==> src/rtl/clfold_pkg.sv <==
package clfold_pkg;

  typedef enum logic [1:0] {
    FOLD_NONE    = 2'b00,
    FOLD_HALF    = 2'b01,
    FOLD_QUARTER = 2'b10,
    FOLD_DARK    = 2'b11
  } fold_mode_e;

  localparam int unsigned PHASE_W = 2;

  // log2 of the number of banks folded onto one active cluster
  function automatic logic [1:0] fold_shift(fold_mode_e m);
    case (m)
      FOLD_HALF:    fold_shift = 2'd1;
      FOLD_QUARTER: fold_shift = 2'd2;
      default:      fold_shift = 2'd0;
    endcase
  endfunction

endpackage

==> src/rtl/clfold_ctrl.sv <==
module clfold_ctrl
  import clfold_pkg::*;
#(
  parameter int unsigned N_CL = 4
) (
  input  logic               clk,
  input  logic               rst_n,
  input  logic               start_i,
  input  fold_mode_e         mode_i,
  output logic               busy_o,
  output logic               cap_o,
  output logic [PHASE_W-1:0] phase_o,
  output logic [1:0]         shift_o,
  output logic [N_CL-1:0]    en_o,
  output logic               done_o
);

  typedef enum logic {ST_IDLE, ST_XFER} state_e;

  state_e             state_q, state_d;
  fold_mode_e         cfg_q, cfg_d;
  logic [N_CL-1:0]    en_q, en_d;
  logic [PHASE_W-1:0] phase_q, phase_d;
  logic               done_q, done_d;
  logic               cap;
  logic [PHASE_W-1:0] last_phase;

  function automatic logic [N_CL-1:0] gate_mask(fold_mode_e m);
    logic [N_CL-1:0] msk;
    int unsigned     act;
    act = N_CL >> fold_shift(m);
    for (int c = 0; c < N_CL; c++) begin
      msk[c] = (m != FOLD_DARK) && (c < act);
    end
    return msk;
  endfunction

  assign last_phase = PHASE_W'((1 << fold_shift(cfg_q)) - 1);

  always_comb begin
    state_d = state_q;
    cfg_d   = cfg_q;
    en_d    = en_q;
    phase_d = phase_q;
    done_d  = 1'b0;
    cap     = 1'b0;
    case (state_q)
      ST_IDLE: begin
        if (start_i) begin
          cap     = 1'b1;
          cfg_d   = mode_i;
          en_d    = gate_mask(mode_i);
          phase_d = '0;
          if (mode_i != FOLD_DARK) state_d = ST_XFER;
        end
      end
      ST_XFER: begin
        phase_d = phase_q + 1'b1;
        if (phase_q == last_phase) begin
          state_d = ST_IDLE;
          done_d  = 1'b1;
        end
      end
      default: state_d = ST_IDLE;
    endcase
  end

  always_ff @(posedge clk or negedge rst_n) begin
    if (!rst_n) begin
      state_q <= ST_IDLE;
      cfg_q   <= FOLD_DARK;
      en_q    <= '0;
      phase_q <= '0;
      done_q  <= 1'b0;
    end else begin
      state_q <= state_d;
      cfg_q   <= cfg_d;
      en_q    <= en_d;
      phase_q <= phase_d;
      done_q  <= done_d;
    end
  end

  assign busy_o  = (state_q == ST_XFER);
  assign cap_o   = cap;
  assign phase_o = phase_q;
  assign shift_o = fold_shift(cfg_q);
  assign en_o    = en_q;
  assign done_o  = done_q;

  // the done flag never lasts two cycles
  a_r8_done_single: assert property (@(posedge clk) disable iff (!rst_n)
    done_o |=> !done_o);

  // configuration and gating frozen while a transfer runs
  a_r9_cfg_hold: assert property (@(posedge clk) disable iff (!rst_n)
    busy_o |=> $stable(shift_o));
  a_r9_en_hold: assert property (@(posedge clk) disable iff (!rst_n)
    busy_o |=> $stable(en_o));

endmodule

==> src/rtl/clfold_route.sv <==
module clfold_route
  import clfold_pkg::*;
#(
  parameter int unsigned N_CL   = 4,
  parameter int unsigned DATA_W = 32
) (
  input  logic               clk,
  input  logic               rst_n,
  input  logic               cap_i,
  input  logic [DATA_W-1:0]  bank_i  [N_CL],
  input  logic               load_i,
  input  logic [PHASE_W-1:0] phase_i,
  input  logic [1:0]         shift_i,
  output logic [DATA_W-1:0]  data_o  [N_CL],
  output logic [N_CL-1:0]    valid_o
);

  logic [DATA_W-1:0] bank_q [N_CL];
  logic [DATA_W-1:0] data_q [N_CL];
  logic [DATA_W-1:0] data_d [N_CL];
  logic [N_CL-1:0]   valid_q, valid_d;

  always_comb begin
    int act;
    int src;
    act = int'(N_CL >> shift_i);
    for (int c = 0; c < N_CL; c++) begin
      src       = c + int'(phase_i) * act;
      data_d[c] = '0;
      valid_d[c] = 1'b0;
      if (load_i && (c < act) && (src < N_CL)) begin
        data_d[c]  = bank_q[src];
        valid_d[c] = 1'b1;
      end
    end
  end

  generate
    for (genvar g = 0; g < N_CL; g++) begin : g_lane
      always_ff @(posedge clk or negedge rst_n) begin
        if (!rst_n) begin
          bank_q[g] <= '0;
        end else if (cap_i) begin
          bank_q[g] <= bank_i[g];
        end
      end

      always_ff @(posedge clk or negedge rst_n) begin
        if (!rst_n) begin
          data_q[g] <= '0;
        end else begin
          data_q[g] <= data_d[g];
        end
      end

      assign data_o[g] = data_q[g];

      // a lane without a delivery carries zero
      a_r10_idle_zero: assert property (@(posedge clk) disable iff (!rst_n)
        !valid_o[g] |-> (data_o[g] == '0));
    end
  endgenerate

  always_ff @(posedge clk or negedge rst_n) begin
    if (!rst_n) begin
      valid_q <= '0;
    end else begin
      valid_q <= valid_d;
    end
  end

  assign valid_o = valid_q;

endmodule

==> src/rtl/clfold_net.sv <==
module clfold_net
  import clfold_pkg::*;
#(
  parameter int unsigned N_CL   = 4,   // multiple of 4
  parameter int unsigned DATA_W = 32
) (
  input  logic                   clk,
  input  logic                   rst_n,
  input  logic [1:0]             mode_i,
  input  logic                   start_i,
  input  logic [N_CL*DATA_W-1:0] bank_data_i,
  output logic [N_CL*DATA_W-1:0] cl_data_o,
  output logic [N_CL-1:0]        cl_valid_o,
  output logic [N_CL-1:0]        cl_en_o,
  output logic                   done_o
);

  logic               rst_meta, srst_n;
  logic               busy, cap;
  logic [PHASE_W-1:0] phase;
  logic [1:0]         shift;
  logic [DATA_W-1:0]  bank_arr [N_CL];
  logic [DATA_W-1:0]  out_arr  [N_CL];

  always_ff @(posedge clk or negedge rst_n) begin
    if (!rst_n) begin
      rst_meta <= 1'b0;
      srst_n   <= 1'b0;
    end else begin
      rst_meta <= 1'b1;
      srst_n   <= rst_meta;
    end
  end

  generate
    for (genvar g = 0; g < N_CL; g++) begin : g_pack
      assign bank_arr[g]                  = bank_data_i[g*DATA_W +: DATA_W];
      assign cl_data_o[g*DATA_W +: DATA_W] = out_arr[g];
    end
  endgenerate

  clfold_ctrl #(.N_CL(N_CL)) u_ctrl (
    .clk     (clk),
    .rst_n   (srst_n),
    .start_i (start_i),
    .mode_i  (fold_mode_e'(mode_i)),
    .busy_o  (busy),
    .cap_o   (cap),
    .phase_o (phase),
    .shift_o (shift),
    .en_o    (cl_en_o),
    .done_o  (done_o)
  );

  clfold_route #(.N_CL(N_CL), .DATA_W(DATA_W)) u_route (
    .clk     (clk),
    .rst_n   (srst_n),
    .cap_i   (cap),
    .bank_i  (bank_arr),
    .load_i  (busy),
    .phase_i (phase),
    .shift_i (shift),
    .data_o  (out_arr),
    .valid_o (cl_valid_o)
  );

  // deliveries only reach powered clusters
  a_r3_valid_gated: assert property (@(posedge clk) disable iff (!rst_n)
    (cl_valid_o & ~cl_en_o) == '0);

  // gating settled at least one cycle before each delivery
  a_r3_en_lead: assert property (@(posedge clk) disable iff (!rst_n)
    (|cl_valid_o) |-> $stable(cl_en_o));

  // done always accompanies a delivery
  a_r8_done_with_data: assert property (@(posedge clk) disable iff (!rst_n)
    done_o |-> (|cl_valid_o));

endmodule

==> config.mk <==
export PLATFORM = sky130hd
export DESIGN_NAME = clfold_net
export DESIGN_NICKNAME = d
export VERILOG_FILES = /design/src/rtl/clfold_pkg.sv /design/src/rtl/clfold_ctrl.sv /design/src/rtl/clfold_route.sv /design/src/rtl/clfold_net.sv
export SDC_FILE = /design/constraint.sdc
export NUM_CORES = 1
export LEC_CHECK = 0
export ABC_CLOCK_PERIOD_IN_PS = 10850
export CAP_MARGIN = 5
export CORE_MARGIN = 3
export CORE_UTILIZATION = 37
export DETAILED_ROUTE_END_ITERATION = 6
export MAX_ROUTING_LAYER = met4
export PLACE_DENSITY_LB_ADDON = 0.12
export RECOVER_POWER = 100
export SETUP_SLACK_MARGIN = 0.4
export SLEW_MARGIN = 20
export SYNTH_ARGS = -nofsm -noshare
export SYNTH_HDL_FRONTEND = slang
export SYNTH_SLANG_ARGS = --single-unit
export TNS_END_PERCENT = 50
==> constraint.sdc <==
create_clock -name clk -period 10.85 [get_ports clk]
set_input_delay 1.6275 -clock clk [delete_from_list [all_inputs] [get_ports clk]]
set_output_delay 1.6275 -clock clk [all_outputs]
set_load 0.005 [all_outputs]
==> flow_summary_export.csv, run 1 <==
group,metric,value,unit
floorplanning,row_count,66,
clock_tree,clkTransAtPathRegs,0.06,ns
timing,report.final.hold_viol_count,0,
critical_path,cp-startpoint,"u_ctrl.cfg_q[0]",
floorplanning,die_y,190.6,um
clock_tree,cts_resized,0,
layout,drive_above_1_share,10.25,%
critical_path,crit_fanout,44,
logic_synthesis,synth_top_area_share,53.39,%
route,viasPerCell,5.149,
placement,place.gp.congestion,0.8059,
logic_synthesis,synth_most_common_cell,"nand2_1",
logic_synthesis,syn_avg_cell_area,11.17,um2
layout,nets,1500,
layout,area_growth,30.58,%
placement,io_buffers,269,
critical_path,end_kind,"flip-flop",
global_routing,grt_first_pass_wirelength,57500,um
logic_synthesis,yosysSeqAreaShare,53.81,%
pwr,power_frac_seq,36.8,%
logic_synthesis,yosysTopAreaCell,"dfrtp_1",
pwr,p_per_area,299.0,nW/um2
timing,finalCritPeriodShare,66.31,%
clock_tree,cts_tree,"yes",
critical_path,crit_path_start_kind,"flip-flop",
logic_synthesis,syn_nets,1276,
route,via_count,9356,
outcome,status,"finished with violations",
floorplanning,die-area,36320,um2
pwr,swShare,37.71,%
logic_synthesis,ys.flop_type,"dfrtp_1",
outcome,violations,"max-capacitance violations, max-slew violations",
critical_path,crit-reg2reg-launch,"u_ctrl.cfg_q[0]",
timing,fmax,0.1390,GHz
layout,fin_util,49.84,%
logic_synthesis,synthesis.area,12610,um2
timing,slew_violations,655,
clock_tree,clk_latency,0.55,ns
timing,rsz0062_at_grt,"false",
logic_synthesis,synth_compound_area_share,9.240,%
floorplanning,start_util,38.17,%
timing,skew,0.01202,ns
critical_path,critical_path.max_stage_delay,1.86,ns
timing,fin_ws,3.656,ns
route,wl_per_cell,20.10,um
timing,fin_hold_ws,0.3541,ns
floorplanning,io_pins,270,
timing,tightest_slew,3.986,ns
placement,dp_hpwl,23660,um
global_routing,antenna_found_initial,0,
floorplanning,core_area,33030,um2
layout,layoutNonFillerInstCount,1817,
logic_synthesis,synth_top_family_by_area,"simple AND/OR/NAND/NOR gates",
route,drtIter0Drc,589,
timing,period_minus_slack,7.194,ns
critical_path,critPathRequiredTime,11.28,ns
timing,slew-limit-headroom,-165.7,%
logic_synthesis,netlist_instances,1129,
global_routing,grt_max_degree,90,
logic_synthesis,synthSimpleGateAreaFrac,17.54,%
logic_synthesis,netlist_top_cells_area,"dfrtp_1 (53%), mux4_2 (12%), nand2_1 (12%)",
timing,tns,0,ns
placement,pre_cts_slack,5.785,ns
clock_tree,clockBufferDepth,3,
clock_tree,cts_sinks,271,
global_routing,grt_overflow,0,
logic_synthesis,ys_types,39,
critical_path,worstPathArrival,7.63,ns
clock_tree,postCtsSetupRepairBufs,0,
logic_synthesis,synth.area.mux_share,14.25,%
global_routing,grt_util_all_layers,20.68,%
pwr,power,4.921,mW
floorplanning,fp.dieW,190.6,um
placement,dp_cells,1763,
route,drc,0,
timing,setup_violations,0,
layout,finalInstanceArea,16460,um2
logic_synthesis,netlist_top_cells_count,"nand2_1 (392), dfrtp_1 (269), a211oi_1 (95), mux4_2 (66), nor2b_1 (65)",
pwr,p_int,3.065,mW
pwr,clkPwrFrac,20.9,%
route,antenna_left,0,
layout,n_antenna_cell,0,
clock_tree,cts-hold-fix-buffers,0,
worst_hold_path,hp-start,"rst_meta",
clock_tree,cts_inserted_buffers,30,
logic_synthesis,ys_seq_elements,271,
route,routed_wl,36520,um
flow_run,maxCapViolCount,11,
pwr,p_comb_share,42.3,%
logic_synthesis,async_reset_ff_share,100.0,%
clock_tree,h-tree-depth,1,
global_routing,first_global_vias,9798,
pwr,p_switching,1.856,mW
worst_hold_path,hold_class,"reg -> reg",
logic_synthesis,synth-edff-count,0,
critical_path,critPathKind,"reg -> reg",
pwr,leakagePower,7.764,nW
clock_tree,clockRootBuffer,"clkbuf_16",
placement,placement.cell_area,15600,um2
critical_path,regToRegSetupSlack,3.66,ns
logic_synthesis,yosysWarnings,0,
layout,n_fill_cell,3024,
logic_synthesis,synth-xor-area-share,0.1389,%
critical_path,crit_slowest_cell,"clkinvlp_2",
route,first_pass_iters,5,
critical_path,path_cells,"inv_1 > ha_1 > nand2_4 > clkinvlp_2 > buf_4 > ha_1 > buf_4 > mux4_2 > and2_0",
pwr,ir_drop,0.1437,mV
logic_synthesis,post_synth_fa_ha_maj_area_fraction,1.449,%
-- area by class of cell --
cell class | count | area (um2) | area share, %
Clock buffer | 45 | 908.4 | 5.518
Timing Repair Buffer | 280 | 2753 | 16.72
Tap cell | 442 | 553.0 | 3.359
Inverter | 11 | 45.04 | 0.2736
Clock inverter | 9 | 97.59 | 0.5928
Sequential cell | 271 | 6784 | 41.21
Multi-Input combinational cell | 759 | 5321 | 32.33
-- kinds of logic (layout without fill, tap and decap cells) --
| family | after synthesis | count (layout) |
|---|---|---|
| buffers and inverters | 99 | 345 |
| AND/OR/NAND/NOR | 508 | 508 |
| multiplexers | 97 | 97 |
| XOR/XNOR | 2 | 2 |
| adder cells (fa/ha/maj) | 14 | 14 |
| other | 1 | 1 |
| AO/OA/AOI/OAI | 137 | 137 |
| flip-flops | 271 | 271 |
-- flip-flops by register name (all words and copies together) (netlist names) --
| name | cells |
|---|---|
| u_route.valid_o | 4 |
| u_ctrl.done_o | 1 |
| u_ctrl.busy_o | 1 |
| srst_n | 1 |
| u_ctrl.phase_o | 2 |
| u_ctrl.en_o | 3 |
| u_ctrl.cfg_q | 2 |
| rst_meta | 1 |
| u_route.data_o | 128 |
| u_route.bank_q | 128 |
-- power groups by stage --
stage / Clock, mW / Sequential, mW / Combinational (mW)
after global routing: 1.09 / 1.87 / 2.32
after global placement: 0 / 1.82 / 2.14
after detailed placement: 0 / 1.83 / 2.17
after floorplan: 0 / 1.69 / 1.46
final: 1.03 / 1.81 / 2.08
after CTS: 1.05 / 1.81 / 2.18
-- final timing paths --
| check | endpoint | cells past startpoint |
|---|---|---|
| max in group asynchronous | u_route.valid_o[3] | 1 |
| worst min register to register | srst_n | 0 |
| worst max register to register | u_route.data_o[13] | 9 |
| worst min-delay path | srst_n | 0 |
| min in group asynchronous | u_ctrl.en_o[0] | 0 |
| worst max-delay path | u_route.data_o[13] | 9 |
-- layer usage --
| layer | vias to the layer above | global-route usage [%] | wire (um) |
|---|---|---|---|
| met5 | - | - | 0 |
| met4 | 0 | 4.431 | 767 |
| met3 | 52 | 2.757 | 1823 |
| met2 | 258 | 32.91 | 17560 |
| met1 | 4710 | 28.71 | 16370 |
| li1 | 4336 | - | - |
-- cells in the final DEF (no fill, tap or decap), types with 31 or more instances in the layout --
master	Yosys	final
nand2_1	392	392
dfrtp_1	269	269
dlygate4sd3_1	0	139
clkdlybuf4s50_1	0	130
a211oi_1	95	109
mux4_2	66	66
nor2b_1	65	65
mux2i_1	31	31
and3_1	31	31
clkbuf_16	0	31
-- worst max-delay path: cells and delay by family, from the launching register on --
kind,cells,cell delay (ns)
muxes,1,0.38
adders and majority gates,2,1.69
DFF,1,0.55
buffers and inverters,4,3.41
and+or+nand+nor,2,0.98
No activity file was read; power rests on OpenSTA's default activity.
==> run 2, diff against run 1 <==
--- a/config.mk
+++ b/config.mk
@@ -5,7 +5,7 @@
 export SDC_FILE = /design/constraint.sdc
 export NUM_CORES = 1
 export LEC_CHECK = 0
-export ABC_CLOCK_PERIOD_IN_PS = 10850
+export ABC_CLOCK_PERIOD_IN_PS = 7400
 export CAP_MARGIN = 5
 export CORE_MARGIN = 3
 export CORE_UTILIZATION = 37
==> constraint.sdc (replaced) <==
create_clock -name clk -period 7.4 [get_ports clk]
set_input_delay 1.11 -clock clk [delete_from_list [all_inputs] [get_ports clk]]
set_output_delay 1.11 -clock clk [all_outputs]
set_load 0.005 [all_outputs]
==> run 2 against run 1 <==
The run still ends with max-capacitance violations, max-slew violations left. Sequential share of layout area grew 0.091 points. Flip-flop and latch count is the same. Critical path depth shrank 3. First-iteration DRC count shrank 11%. Fmax grew 29%. Global-route usage grew 0.25 points. Die area is the same. Total power grew 45%. Count of clock-buffer cells in the layout shrank 2. Wire length grew 1.4%. Clock power grew 41%. Highest routed layer unchanged.
==> flow_summary_export.csv, run 2 (synthesis results as in run 1) <==
group,metric,value,unit
clock_tree,clkTransAtPathRegs,0.06,ns
global_routing,antenna_found_initial,1,
critical_path,end_kind,"flip-flop",
clock_tree,cts_tree,"yes",
global_routing,first_global_vias,9789,
global_routing,grt_util_all_layers,20.93,%
critical_path,reg2reg_to,"u_route.data_o[13]",
timing,tightest_slew,3.466,ns
placement,dp_cells,1761,
route,wl_per_cell,20.44,um
placement,placement.cell_area,15610,um2
critical_path,critPathRequiredTime,7.82,ns
flow_run,maxCapViolCount,9,
placement,io_buffers,269,
timing,slew_violations,467,
clock_tree,cts_inserted_buffers,29,
critical_path,crit-reg2reg-launch,"u_ctrl.cfg_q[1]",
global_routing,grt_overflow,0,
timing,skew,0.008621,ns
clock_tree,postCtsSetupRepairBufs,0,
clock_tree,cts-hold-fix-buffers,0,
timing,tns,0,ns
critical_path,worstPathArrival,5.99,ns
layout,finalInstanceArea,16430,um2
clock_tree,cts_sinks,271,
route,first_pass_iters,4,
pwr,power,7.153,mW
clock_tree,clockRootBuffer,"clkbuf_16",
timing,period_minus_slack,5.563,ns
floorplanning,fp.dieW,190.6,um
timing,report.final.hold_viol_count,0,
timing,slew-limit-headroom,-131.1,%
layout,final_common_cell,"nand2_1",
pwr,ir_drop,0.2714,mV
route,viasPerCell,5.221,
clock_tree,h-tree-depth,1,
pwr,p_per_area,435.5,nW/um2
timing,setup_violations,0,
worst_hold_path,hp-start,"rst_meta",
route,routed_wl,37020,um
critical_path,crit_fanout,68,
clock_tree,clockBufferDepth,3,
layout,drive_above_1_share,10.01,%
route,drc,0,
floorplanning,start_util,38.17,%
route,antenna_left,0,
global_routing,grt_max_degree,152,
layout,nets,1497,
floorplanning,die_y,190.6,um
floorplanning,row_count,66,
timing,fmax,0.1798,GHz
critical_path,critical_path.max_stage_delay,1.74,ns
layout,layoutNonFillerInstCount,1811,
critical_path,crit_slowest_cell,"ha_1",
layout,layout_common_cells,"nand2_1 (392), dfrtp_1 (269), dlygate4sd3_1 (139), clkdlybuf4s50_1 (130), a211oi_1 (107)",
timing,rsz0062_at_grt,"false",
floorplanning,core_area,33030,um2
pwr,leakagePower,7.738,nW
critical_path,critPathKind,"reg -> reg",
worst_hold_path,hold_depth,0,
outcome,status,"finished with violations",
timing,fin_hold_ws,0.3519,ns
clock_tree,cts_resized,0,
global_routing,grt_first_pass_wirelength,57750,um
layout,area_growth,30.29,%
floorplanning,die-area,36320,um2
critical_path,path_cells,"ha_1 > ha_1 > ha_4 > ha_1 > mux4_2 > and2_0",
outcome,violations,"max-capacitance violations, max-slew violations",
route,via_count,9456,
critical_path,regToRegSetupSlack,1.84,ns
route,drtIter0Drc,523,
worst_hold_path,hold_end,"srst_n",
critical_path,crit_path_start_kind,"flip-flop",
placement,place.gp.congestion,0.7908,
timing,finalCritPeriodShare,75.17,%
critical_path,critPathMostFrequentCell,"ha_1",
placement,dp_hpwl,23660,um
critical_path,rr_worst_depth,6,
clock_tree,clk_latency,0.54,ns
floorplanning,io_pins,270,
worst_hold_path,hold_class,"reg -> reg",
==> run 2: cell count changes in the layout (fill, tap and decap cells not counted), moves of 2 or more <==
cell,change
clkinv_2,-2
clkbuf_8,-2
a211oi_1,-2
a211oi_2,+2
clkbuf_16,-2
==> run 2: metal layers <==
layer,up-vias,share of wire (%),global-route usage [%]
li1,4339,-,-
met1,4790,45,29.05
met2,279,48,33.23
met3,48,5.3,3.162
met4,0,1.9,4.121
met5,-,0,-
==> run 2: how the worst max path moves through the flow <==
stage	startpoint	end	slack (ns)
floorplan	srst_n	u_ctrl.busy_o	2.96
global placement	u_ctrl.cfg_q[1]	u_route.data_o[64]	2.86
detailed placement	u_ctrl.cfg_q[1]	u_route.data_o[64]	2.70
CTS	u_ctrl.cfg_q[1]	u_route.data_o[64]	2.70
global route	u_ctrl.cfg_q[1]	u_route.data_o[13]	1.36
finish	u_ctrl.cfg_q[1]	u_route.data_o[13]	1.84
==> run 2: area by class of cell <==
type,count,area [um2]
antenna,1,2.502
clock buffer,43,838.3
clock inverter,6,105.1
fill,3027,16610
inverter,11,45.04
multi-input combinational,759,5339
sequential,271,6784
tap,442,553.0
timing repair buffer,278,2759
==> run 2: power breakdown <==
part	internal [mW]	leakage, nW	switching (mW)
registers	2.08	3.51	0.555
clock network	0.878	0.464	0.575
logic	1.47	3.76	1.59
==> run 2: critical path: cells and delay by family (launching register included) <==
family        cells  cell delay, ns
fa+ha+maj         4            4.22
flops             1            0.55
mux               1            0.45
simple gates      1            0.17
==> run 2: through the flow <==
step / utilization [%] / setup slack, ns
CTS: 50.11 / 2.695
global route: 49.73 / 1.359
detailed placement: 47.26 / 2.696
global placement: 47.26 / 2.857
finish: 49.73 / 1.837
floorplan: - / 2.959
==> run 3, diff against run 2 <==
--- a/config.mk
+++ b/config.mk
@@ -5,7 +5,7 @@
 export SDC_FILE = /design/constraint.sdc
 export NUM_CORES = 1
 export LEC_CHECK = 0
-export ABC_CLOCK_PERIOD_IN_PS = 7400
+export ABC_CLOCK_PERIOD_IN_PS = 5200
 export CAP_MARGIN = 5
 export CORE_MARGIN = 3
 export CORE_UTILIZATION = 37
==> constraint.sdc (replaced) <==
create_clock -name clk -period 5.2 [get_ports clk]
set_input_delay 0.78 -clock clk [delete_from_list [all_inputs] [get_ports clk]]
set_output_delay 0.78 -clock clk [all_outputs]
set_load 0.005 [all_outputs]
==> run 3 against run 2 <==
The flow still finishes with violations (max-capacitance violations, max-slew violations). Core utilization is 0.87 points higher. Highest routed layer unchanged. Non-clock buffer count grew 8. Final area grew 1.7%. Wire length is 0.76% higher. Fmax increased by 32%. Sequential share of layout area is 0.71 points lower. Final cell count grew 0.83%. Critical path type unchanged. Total power grew 47%. Via count rose by 0.84%.
==> flow_summary_export.csv, run 3 (synthesis results as in run 1) <==
group,metric,value,unit
global_routing,grt_max_degree,142,
critical_path,crit_fanout,54,
floorplanning,fp.dieW,190.6,um
layout,area_growth,32.56,%
clock_tree,clkTransAtPathRegs,0.06,ns
global_routing,grt_util_all_layers,21.16,%
layout,regArea,6784,um2
timing,skew,0.01437,ns
floorplanning,row_count,66,
placement,dp_hpwl,24080,um
critical_path,critPathRequiredTime,5.57,ns
pwr,ir_drop,0.2932,mV
pwr,leakagePower,7.862,nW
placement,io_buffers,269,
clock_tree,clockRootBuffer,"clkbuf_16",
outcome,status,"finished with violations",
global_routing,grt_first_pass_wirelength,58100,um
clock_tree,cts_inserted_buffers,31,
critical_path,crit_slowest_cell,"clkbuf_2",
route,antenna_left,0,
timing,period_minus_slack,4.200,ns
route,first_pass_iters,5,
global_routing,first_global_vias,9775,
critical_path,cp-startpoint,"u_ctrl.phase_o[0]",
route,routed_wl,37310,um
clock_tree,clockBufferDepth,3,
outcome,violations,"max-capacitance violations, max-slew violations",
timing,fin_hold_ws,0.3519,ns
route,drtIter0Drc,441,
floorplanning,die-area,36320,um2
clock_tree,cts_resized,0,
critical_path,worst-path-buf-inv,3,
timing,finalCritPeriodShare,80.77,%
critical_path,crit_path_start_kind,"flip-flop",
timing,setup_violations,0,
layout,layout_common_cells,"nand2_1 (392), dfrtp_1 (269), dlygate4sd3_1 (139), clkdlybuf4s50_1 (130), a211oi_1 (98)",
clock_tree,cts_tree,"yes",
critical_path,worstPathArrival,4.57,ns
critical_path,critical_path.max_stage_delay,0.96,ns
layout,drive_above_1_share,12.08,%
critical_path,path_cells,"clkbuf_1 > nand2_4 > buf_4 > clkbuf_2 > mux4_2 > nor2b_1",
layout,multi_input_area,5414,um2
floorplanning,io_pins,270,
layout,n_fill_cell,3052,
timing,tns,0,ns
timing,report.final.hold_viol_count,0,
route,wl_per_cell,20.43,um
placement,place.gp.congestion,0.7854,
timing,tightest_slew,2.732,ns
placement,placement.cell_area,15680,um2
timing,rsz0062_at_grt,"false",
clock_tree,h-tree-depth,1,
critical_path,critPathKind,"reg -> reg",
global_routing,grt_overflow,0,
pwr,p_per_area,629.8,nW/um2
flow_run,maxCapViolCount,5,
clock_tree,cts_sinks,271,
placement,dp_cells,1769,
timing,slew_violations,237,
critical_path,end_kind,"flip-flop",
route,viasPerCell,5.222,
critical_path,cp_top_family,"buffers and inverters",
clock_tree,cts-hold-fix-buffers,0,
floorplanning,start_util,38.17,%
worst_hold_path,hp-start,"rst_meta",
layout,final_common_cell,"nand2_1",
layout,nets,1507,
timing,fmax,0.2381,GHz
critical_path,crit-reg2reg-launch,"u_ctrl.phase_o[0]",
layout,finalInstanceArea,16710,um2
clock_tree,postCtsSetupRepairBufs,0,
layout,layoutNonFillerInstCount,1826,
global_routing,antenna_found_initial,1,
floorplanning,die_y,190.6,um
floorplanning,core_area,33030,um2
worst_hold_path,hold_class,"reg -> reg",
route,drc,0,
route,via_count,9535,
clock_tree,clk_latency,0.56,ns
timing,slew-limit-headroom,-82.11,%
==> run 3: report_power, final <==
part           switching (mW)  internal [mW]  leakage, nW
combinational            2.36           2.13         3.82
sequential              0.760           2.96         3.51
clock                   0.874           1.43        0.530
==> run 3: cell type report <==
| class | instances | share of cell area (%) |
|---|---|---|
| antenna | 1 | 0.01497 |
| clock buffer | 44 | 5.353 |
| clock inverter | 12 | 1.138 |
| inverter | 11 | 0.2695 |
| multi-input combinational | 759 | 32.39 |
| sequential | 271 | 40.59 |
| tap | 442 | 3.309 |
| timing repair buffer | 286 | 16.93 |
==> run 3: metrics by stage <==
step	setup slack [ns]	utilization, %	total power [mW]
3_3_place_gp	1.553	47.48	8.364
4_1_cts	1.461	50.76	10.79
6_report	1.000	50.59	10.52
3_5_place_dp	1.470	47.48	8.439
5_1_grt	0.6912	50.59	11.25
2_1_floorplan	0.7594	-	6.573
==> run 3: layer usage <==
layer  up-vias  GRT usage, %  wire, um
li1       4375             -         -
met5         -             -         0
met2       283         33.75     17680
met4         0         4.290       735
met1      4827         28.85     16720
met3        50         3.676      2167
==> run 3: path summary, 6_finish.rpt <==
path / slack [ns] / cells past startpoint / end
worst max-delay path: 1.00 / 6 / u_route.data_o[126]
worst min-delay path: 0.35 / 0 / srst_n
worst max register to register: 1.00 / 6 / u_route.data_o[126]
worst min register to register: 0.35 / 0 / srst_n
max in group asynchronous: 1.84 / 1 / u_route.bank_q[112]
min in group asynchronous: 0.45 / 1 / rst_meta
